[src/rtl/otp_pkg.sv]
package otp_pkg;

  typedef enum logic [2:0] {
    M_STANDBY = 3'd0,
    M_READ    = 3'd1,
    M_IDENT   = 3'd2,
    M_OUTOFF  = 3'd3,
    M_PROGRAM = 3'd4,
    M_INHIBIT = 3'd5,
    M_ERASE   = 3'd6
  } otp_mode_e;

endpackage

[src/rtl/otp_mode_decode.sv]
module otp_mode_decode #(
  parameter int ADDR_W = 8
) (
  input  logic              bulk_erase,
  input  logic              chip_en_n,
  input  logic              out_en_n,
  input  logic              prog_hv,
  input  logic              id_hv,
  input  logic [ADDR_W-1:0] addr,
  output otp_pkg::otp_mode_e mode
);
  import otp_pkg::*;

  logic upper_clear;
  assign upper_clear = (addr[ADDR_W-1:1] == '0);

  always_comb begin
    if (bulk_erase)                 mode = M_ERASE;
    else if (prog_hv)               mode = chip_en_n ? M_INHIBIT : M_PROGRAM;
    else if (chip_en_n)             mode = M_STANDBY;
    else if (out_en_n)              mode = M_OUTOFF;
    else if (id_hv && upper_clear)  mode = M_IDENT;
    else                            mode = M_READ;
  end

endmodule

[src/rtl/otp_cell_array.sv]
module otp_cell_array #(
  parameter int ADDR_W = 8,
  parameter int DATA_W = 8
) (
  input  logic              clk,
  input  logic              rst,
  input  logic              erase_all,
  input  logic              wr_en,
  input  logic [ADDR_W-1:0] addr,
  input  logic [DATA_W-1:0] wr_data,
  output logic [DATA_W-1:0] rd_data
);
  localparam int DEPTH = 1 << ADDR_W;

  logic [DATA_W-1:0] cells [DEPTH];
  logic [DEPTH-1:0]  written;
  logic [DATA_W-1:0] current;

  // A location not written since the last erase reads as all ones.
  assign current = written[addr] ? cells[addr] : {DATA_W{1'b1}};

  always_ff @(posedge clk) begin
    if (wr_en) cells[addr] <= current & wr_data;
  end

  always_ff @(posedge clk) begin
    if (rst || erase_all) written <= '0;
    else if (wr_en)       written[addr] <= 1'b1;
  end

  always_ff @(posedge clk) begin
    rd_data <= current;
  end

endmodule

[src/rtl/otp_id_source.sv]
module otp_id_source #(
  parameter int                DATA_W   = 8,
  parameter logic [DATA_W-2:0] MFR_LOW  = 7'h01,
  parameter logic [DATA_W-2:0] DEV_LOW  = 7'h11
) (
  input  logic              sel_dev,
  output logic [DATA_W-1:0] id_byte
);
  logic [DATA_W-2:0] low_bits;
  assign low_bits = sel_dev ? DEV_LOW : MFR_LOW;
  // Top bit set when the low bits hold an even count of ones.
  assign id_byte  = {~(^low_bits), low_bits};

endmodule

[src/rtl/otp_prom_array.sv]
module otp_prom_array #(
  parameter int                ADDR_W  = 8,
  parameter int                DATA_W  = 8,
  parameter logic [DATA_W-2:0] MFR_LOW = 7'h01,
  parameter logic [DATA_W-2:0] DEV_LOW = 7'h11
) (
  input  logic              clk,
  input  logic              rst,
  input  logic              bulk_erase,
  input  logic              chip_en_n,
  input  logic              out_en_n,
  input  logic              prog_hv,
  input  logic              id_hv,
  input  logic [ADDR_W-1:0] addr,
  input  logic [DATA_W-1:0] din,
  output logic [DATA_W-1:0] dout,
  output logic              dout_en
);
  import otp_pkg::*;

  otp_mode_e         mode;
  logic [DATA_W-1:0] arr_q;
  logic [DATA_W-1:0] id_byte;
  logic [DATA_W-1:0] id_q;
  logic              drive_q;
  logic              ident_q;

  otp_mode_decode #(.ADDR_W(ADDR_W)) u_dec (
    .bulk_erase (bulk_erase),
    .chip_en_n  (chip_en_n),
    .out_en_n   (out_en_n),
    .prog_hv    (prog_hv),
    .id_hv      (id_hv),
    .addr       (addr),
    .mode       (mode)
  );

  otp_cell_array #(.ADDR_W(ADDR_W), .DATA_W(DATA_W)) u_arr (
    .clk       (clk),
    .rst       (rst),
    .erase_all (mode == M_ERASE),
    .wr_en     (mode == M_PROGRAM),
    .addr      (addr),
    .wr_data   (din),
    .rd_data   (arr_q)
  );

  otp_id_source #(.DATA_W(DATA_W), .MFR_LOW(MFR_LOW), .DEV_LOW(DEV_LOW)) u_id (
    .sel_dev (addr[0]),
    .id_byte (id_byte)
  );

  always_ff @(posedge clk) begin
    if (rst) begin
      drive_q <= 1'b0;
      ident_q <= 1'b0;
      id_q    <= '0;
    end else begin
      drive_q <= (mode == M_READ) || (mode == M_IDENT);
      ident_q <= (mode == M_IDENT);
      id_q    <= id_byte;
    end
  end

  assign dout_en = drive_q;
  assign dout    = !drive_q ? '0 : (ident_q ? id_q : arr_q);

endmodule

[config.mk]
export PLATFORM = sky130hd
export DESIGN_NAME = otp_prom_array
export DESIGN_NICKNAME = d
export VERILOG_FILES = /design/src/rtl/otp_pkg.sv /design/src/rtl/otp_mode_decode.sv /design/src/rtl/otp_cell_array.sv /design/src/rtl/otp_id_source.sv /design/src/rtl/otp_prom_array.sv
export SDC_FILE = /design/constraint.sdc
export NUM_CORES = 2
export LEC_CHECK = 0
export CAP_MARGIN = 0
export CORE_AREA = 2 2 504 506
export CTS_BUF_LIST = sky130_fd_sc_hd__clkbuf_4 sky130_fd_sc_hd__clkbuf_8 sky130_fd_sc_hd__clkbuf_16
export DETAILED_ROUTE_END_ITERATION = 6
export DIE_AREA = 0 0 506 508
export SLEW_MARGIN = 20
export SYNTH_ARGS = -nofsm -noshare
export SYNTH_HDL_FRONTEND = slang
export SYNTH_SLANG_ARGS = --single-unit
[constraint.sdc]
create_clock -name clk -period 32.4 [get_ports clk]
set_input_delay 3.24 -clock clk [delete_from_list [all_inputs] [get_ports clk]]
set_output_delay 3.24 -clock clk [all_outputs]
set_load 0.01 [all_outputs]
Word level (Yosys, flattened, before mapping)
Memories as Yosys holds them, arrays and structs flattened.
Cells that the tools add are included.
- memories: 1
- latch bits: 0
- logic and storage cells: 37
- output and inout bits: 9
- bits in registers: 274
- memory bits (writable): 2048
- bits in read-only memories: 0
- memories (memory ; depth ; width ; read ports ; clocked after Yosys merged registers in ; wr ports ; RTL line ; RTL):
    u_arr.cells ; 256 ; 8 ; 1 ; 0 ; 1 ; otp_cell_array.sv:15 ; logic [DATA_W-1:0] cells [DEPTH];
- div/mod/pow operators: 0
- order comparisons: 2
- reduce and logical (&&, ||, !) cells: 6
- equal/unequal tests: 4
- shift-type cells: 0
- muxes and demuxes: 16
- multiply operators: 0
- bitwise logic cells: 3
- $add $sub $neg: 0
- operator list (cell ; count):
    $or A256 B256 Y256 ; 1
    $mux W8 ; 3
    $mux W3 ; 4
    $lt A8 B9 Y1 const B ; 1
    $and A8 B8 Y8 ; 1
    $bmux W1 S8 ; 1
    $demux W1 S8 ; 1
    $ge A8 B1 Y1 const B ; 1
    $logic_not A7 Y1 ; 1
    $reduce_xor A7 Y1 ; 1
    $eq A3 B3 Y1 const B ; 2
    $mux W1 ; 5
    $mux W5 ; 1
    $eq A3 B1 Y1 const B ; 1
    $eq A3 B2 Y1 const B ; 1
    $logic_and A1 B1 Y1 ; 2
    $logic_or A1 B1 Y1 ; 2
    $mux W2 ; 1
    $not A1 Y1 ; 1

Depth between registers and ports, before layout
- depth in word-level cells: 10
- mapped depth: 10
- gate-level depth less buffers: 6

By module
A second synthesis with hierarchy kept.
- cell total of the unflattened synthesis: 4302
- area total of the unflattened synthesis: 88142.0 µm²
- modules (own cells, without submodules) (module ; cells each ; area an instance (µm²) ; times used):
    otp_cell_array ; 4243 ; 87584.0 ; 1
    otp_prom_array ; 40 ; 431.7 ; 1
    otp_id_source ; 10 ; 67.6 ; 1
    otp_mode_decode ; 9 ; 58.8 ; 1

Least setup slack after synthesis
Ideal clock, no wire load.
- path type: input to register
- from: input port addr[2]
- to: memory u_arr.cells[0][0], data pin
- slack: 14.986 ns
- data arrival time: 15.134 ns
- cell stages on the path: 10
- setup time: 2.280 ns
- path buffers: 4
- cells stage by stage: buf_2 and2_1 clkbuf_1 clkbuf_1 clkbuf_1 a22oi_1 a21oi_1 o41ai_1 and4_1 a21boi_0
- longest elaborated chain between the ends: 4
- ends and longest elaborated chain (what ; RTL line ; RTL):
    from (decl) ; otp_prom_array.sv:14 ; input logic [ADDR_W-1:0] addr,
    $bmux W1 S8 ; otp_cell_array.sv:20 ; assign current = written[addr] ? cells[addr] : {DATA_W{1'b1}};
    $mux W1 (implied by the code) ; otp_cell_array.sv:20 ;
    $mux W8 (*) ; otp_cell_array.sv:20 ;
    $and A8 B8 Y8 (*) ; otp_cell_array.sv:23 ; if (wr_en) cells[addr] <= current & wr_data;
    to (decl) ; otp_cell_array.sv:15 ;
Every way passes the cells marked *; elsewhere a longest branch is shown, timed or not. The select of a mux whose other input is x is not followed.

Worst setup path in the final report
- from: input port addr[0]
- to: memory u_arr.cells[53][0], data pin
Same word-level chain as after synthesis.

==> reports/summary.log <==
[status] status completed
[layout] area added between synthesis and finish 13.9%
[sta] RSZ-0062 raised after global routing false
[sta] Tightest Pin Transition 1180 ps
[cts] TritonCTS clock tree built
[global_routing] Global Route Usage Sum 16.7%
[critical_path] Worst Path Buf+Inv 8
[sta] worst clock skew on the final layout 44.0 ps
[worst_hold_path] WHS Path Cells 1
[sta] Achievable Freq 97.5 MHz
[layout] highest-count cells in the layout ignoring fill and taps sky130_fd_sc_hd__edfxtp_1, sky130_fd_sc_hd__mux4_2, sky130_fd_sc_hd__a22oi_1, sky130_fd_sc_hd__dfxtp_1, sky130_fd_sc_hd__o21a_1
[layout] layout cells sized above 1 24.8%
[global_routing] first-pass GRT wire length 314 mm
[cts] largest buffer count on any clock path 3
[sta] Sum Neg Setup Slack 0 ps
[critical_path] crit-path max cell delay 900 ps
[floorplanning] number of ports placed on the die boundary 32
[layout] leading cell type in the layout, fill and taps excluded sky130_fd_sc_hd__edfxtp_1
[logic_synthesis] cell taking the most area after synthesis sky130_fd_sc_hd__edfxtp_1
[critical_path] Critical Path End Type flop
[floorplanning] effective utilization at floorplan 34.7%
[floorplanning] die width 506 um
[worst_hold_path] Worst Hold Class reg2reg
[logic_synthesis] proportion of synthesized chip area in sequential cells 76.3%
[routing] via count normalized by instance count 5.43
[cts] cts bufs inserted 227
[power_and_ir_drop] power density normalized to cell area 61.8 nW/um^2
[cts] number of buffers inserted for hold repair after clock tree synthesis 0
[critical_path] Startpoint Class input port
[layout] area of all placed cells without fillers 99,800 sq um
[logic_synthesis] proportion of synthesized flip-flops having asynchronous set or reset 0%
[layout] filler cell count 22,400
[sta] Hold Fails Final Rpt 0
[sta] Hold Worst Slack 460 ps
[layout] number of nets in the layout 4,343
[placement] placed standard-cell area 92,100 sq um
[worst_hold_path] hold path start u_arr.written[174]$_SDFFE_PP0N_
[placement] final weighted congestion in routability-driven placement 0.792
[cts] CTS resizes 0
[critical_path] cell class contributing the biggest share of worst-path delay buffers and inverters
[routing] post-detailed-route count of antenna-violating nets 0
[routing] count of routing violations after the opening detailed-route iteration 4,119
[critical_path] critical path cell sequence buf_8 > buf_4 > buf_12 > buf_12 > buf_12 > mux4_2 > a22oi_1 > a21oi_1 > o41ai_2 > nand4_2 > buf_4 > a21boi_4 > buf_4 > buf_4
[global_routing] via count of the first global-routing pass 44,000
[placement] PortBufs 31
[critical_path] Most common cell on crit path sky130_fd_sc_hd__buf_4
[logic_synthesis] yosys warns 0
[floorplanning] Die ar. 257,000 sq um
[critical_path] Worst Path Max Fanout 102
[floorplanning] area of the core 252,000 sq um
[critical_path] data arrival time of the worst path 10,750 ps
[critical_path] worst r2r path cells 9
[logic_synthesis] Most used DFF post-synth sky130_fd_sc_hd__edfxtp_1
[global_routing] GRT overflow 0
[critical_path] setup slack of the most critical reg-to-reg path 26,990 ps
[routing] detailed-routing iteration count for the pre-antenna-repair pass 5
[cts] number of setup buffers added after CTS 0
[logic_synthesis] post-synth design cell area 87,700 sq um
[placement] Detail Placement HPWL 125 mm
[logic_synthesis] Post-Syn Instances 4,246
[power_and_ir_drop] static leakage 30.4 nW
[critical_path] worst-path cell with the longest stage delay sky130_fd_sc_hd__buf_4
[cts] clk_lat worst skew 870 ps
[routing] DRT Wirelength 218 mm
[power_and_ir_drop] IR Drop Worst-Case VDD 0.0000463 V
[cts] H-tree depth 4
[global_routing] initial antenna violation count 6
[logic_synthesis] Yosys reg bits 2,316
[sta] Final Max Slew Viols 0
[critical_path] required time reported for the critical path endpoint 32,900 ps
[layout] post-layout utilization of the core 39.6%
[power_and_ir_drop] total power draw 6.17 mW
[critical_path] FF-to-FF Start u_arr.written[206]$_SDFFE_PP0N_
[sta] post-layout minimum cycle time 10,250 ps
[logic_synthesis] Synth Net Count 4,269
[critical_path] worst setup path category in2reg
[logic_synthesis] count of flip-flops with a built-in enable after synthesis 2,048
[floorplanning] Die Y-Extent 508 um
[floorplanning] cell row count 185
[routing] per-cell routed wire length 27.6 um
[sta] worst slew margin relative to its limit 20.9%
[global_routing] maximum number of pins on one net before global-route repair 197
[worst_hold_path] endpoint of the worst hold-timing path u_arr.written[174]$_SDFFE_PP0N_
[logic_synthesis] number of unique standard cell types used by synthesis 30
[sta] final cycle utilization of the critical path 31.6%
[cts] Sink Count 2,316
[cts] clock-pin slew on the worst setup and hold paths 60 ps
[sta] Final Setup Violations 0
[logic_synthesis] leading cell types by total area after synthesis sky130_fd_sc_hd__edfxtp_1, sky130_fd_sc_hd__mux4_2, sky130_fd_sc_hd__dfxtp_1
[routing] DRC violation count after routing 0
[routing] detailed-route via count 42,900
[flow_run] count of max-cap constraint violations 0
[critical_path] reg-to-reg critical path endpoint u_arr.cells[53][0]$_DFFE_PP_
[cts] CTS Root Cell sky130_fd_sc_hd__clkbuf_16
[logic_synthesis] fraction of post-synthesis cell area in the top cell type by area 70.2%
[logic_synthesis] Syn Area/Cell 20.6 sq um
-- how the worst max path moves through the flow --
stage | start | end | slack [ps] | cells past startpoint
after detailed placement | addr[0] | u_arr.cells[190][7]$_DFFE_PP_ | 20830 | 15
after CTS | addr[0] | u_arr.cells[53][7]$_DFFE_PP_ | 21750 | 15
after floorplan | addr[2] | u_arr.cells[0][0]$_DFFE_PP_ | 14990 | 10
after global routing | addr[0] | u_arr.cells[58][0]$_DFFE_PP_ | 21580 | 14
after global placement | addr[0] | u_arr.cells[56][0]$_DFFE_PP_ | 20800 | 14
final | addr[0] | u_arr.cells[53][0]$_DFFE_PP_ | 22150 | 14
-- logic make-up (layout without fill, tap and decap cells) --
family                 Yosys count  in the layout  synth area share (%)
flip-flops                    2316           2316                  76.3
AO/OA/AOI/OAI                  734            734                  5.97
multiplexers                   577            577                  14.8
AND/OR/NAND/NOR                343            343                  1.62
buffers and inverters          276            550                  1.33
other                            0              2                     0
-- worst register-to-register path, stage by stage, from the launching register on --
cell and delay (ps):
sky130_fd_sc_hd__dfxtp_1 320, sky130_fd_sc_hd__mux4_2 460, sky130_fd_sc_hd__a22oi_1 330, sky130_fd_sc_hd__a21oi_1 150
sky130_fd_sc_hd__o41ai_2 790, sky130_fd_sc_hd__nand4_2 160, sky130_fd_sc_hd__buf_4 290, sky130_fd_sc_hd__a21boi_4 630
sky130_fd_sc_hd__buf_4 920, sky130_fd_sc_hd__buf_4 950
-- where the power goes --
group          switching [mW]  internal (mW)  total (mW)
clock network            1.12           1.54        2.66
logic                   0.172         0.0859       0.258
registers            0.000458           3.25        3.25
-- cells in the mapped netlist, drive strengths merged, types with 10 or more instances --
cell type / n
nand2: 38
o41ai: 36
dfxtp: 268
buf: 92
nor2b: 11
clkbuf: 181
nor2: 264
edfxtp: 2048
a22oi: 288
o21a: 256
a21oi: 144
a21boi: 10
mux4: 576
-- cell type report --
type	count	area (sq um)	area share, %
Sequential cell	2316	66900	67.0
Timing Repair Buffer	118	1160	1.16
Multi-Input combinational cell	1654	19900	19.9
Clock inverter	101	968	0.970
Tap cell	3366	4210	4.22
Clock buffer	328	6720	6.73
Inverter	3	11.3	0.0113
Antenna cell	2	5.00	0.00501
-- routing by layer --
layer	vias to the layer above	track usage [%]	share of wire (%)
met4	4	6.31	3.8
met2	1498	27.1	49
met3	347	2.87	6.3
met5	-	0	0.011
li1	17900	-	-
met1	23100	22.6	41
-- registers in the layout, summed over array words and instances, names as in the netlist --
register / flops
ident_q: 1
u_arr.rd_data: 8
id_q: 2
u_arr.cells: 2048
u_arr.written: 256
dout_en: 1
-- per-stage QoR --
stage          setup slack (ps)  instances
2_1_floorplan             14990       4246
3_3_place_gp              20800       7455
3_5_place_dp              20830       7456
4_1_cts                   21750       7885
5_1_grt                   21580       7888
6_report                  22150       7888
Note: power is estimated with default switching activity, not from simulation.
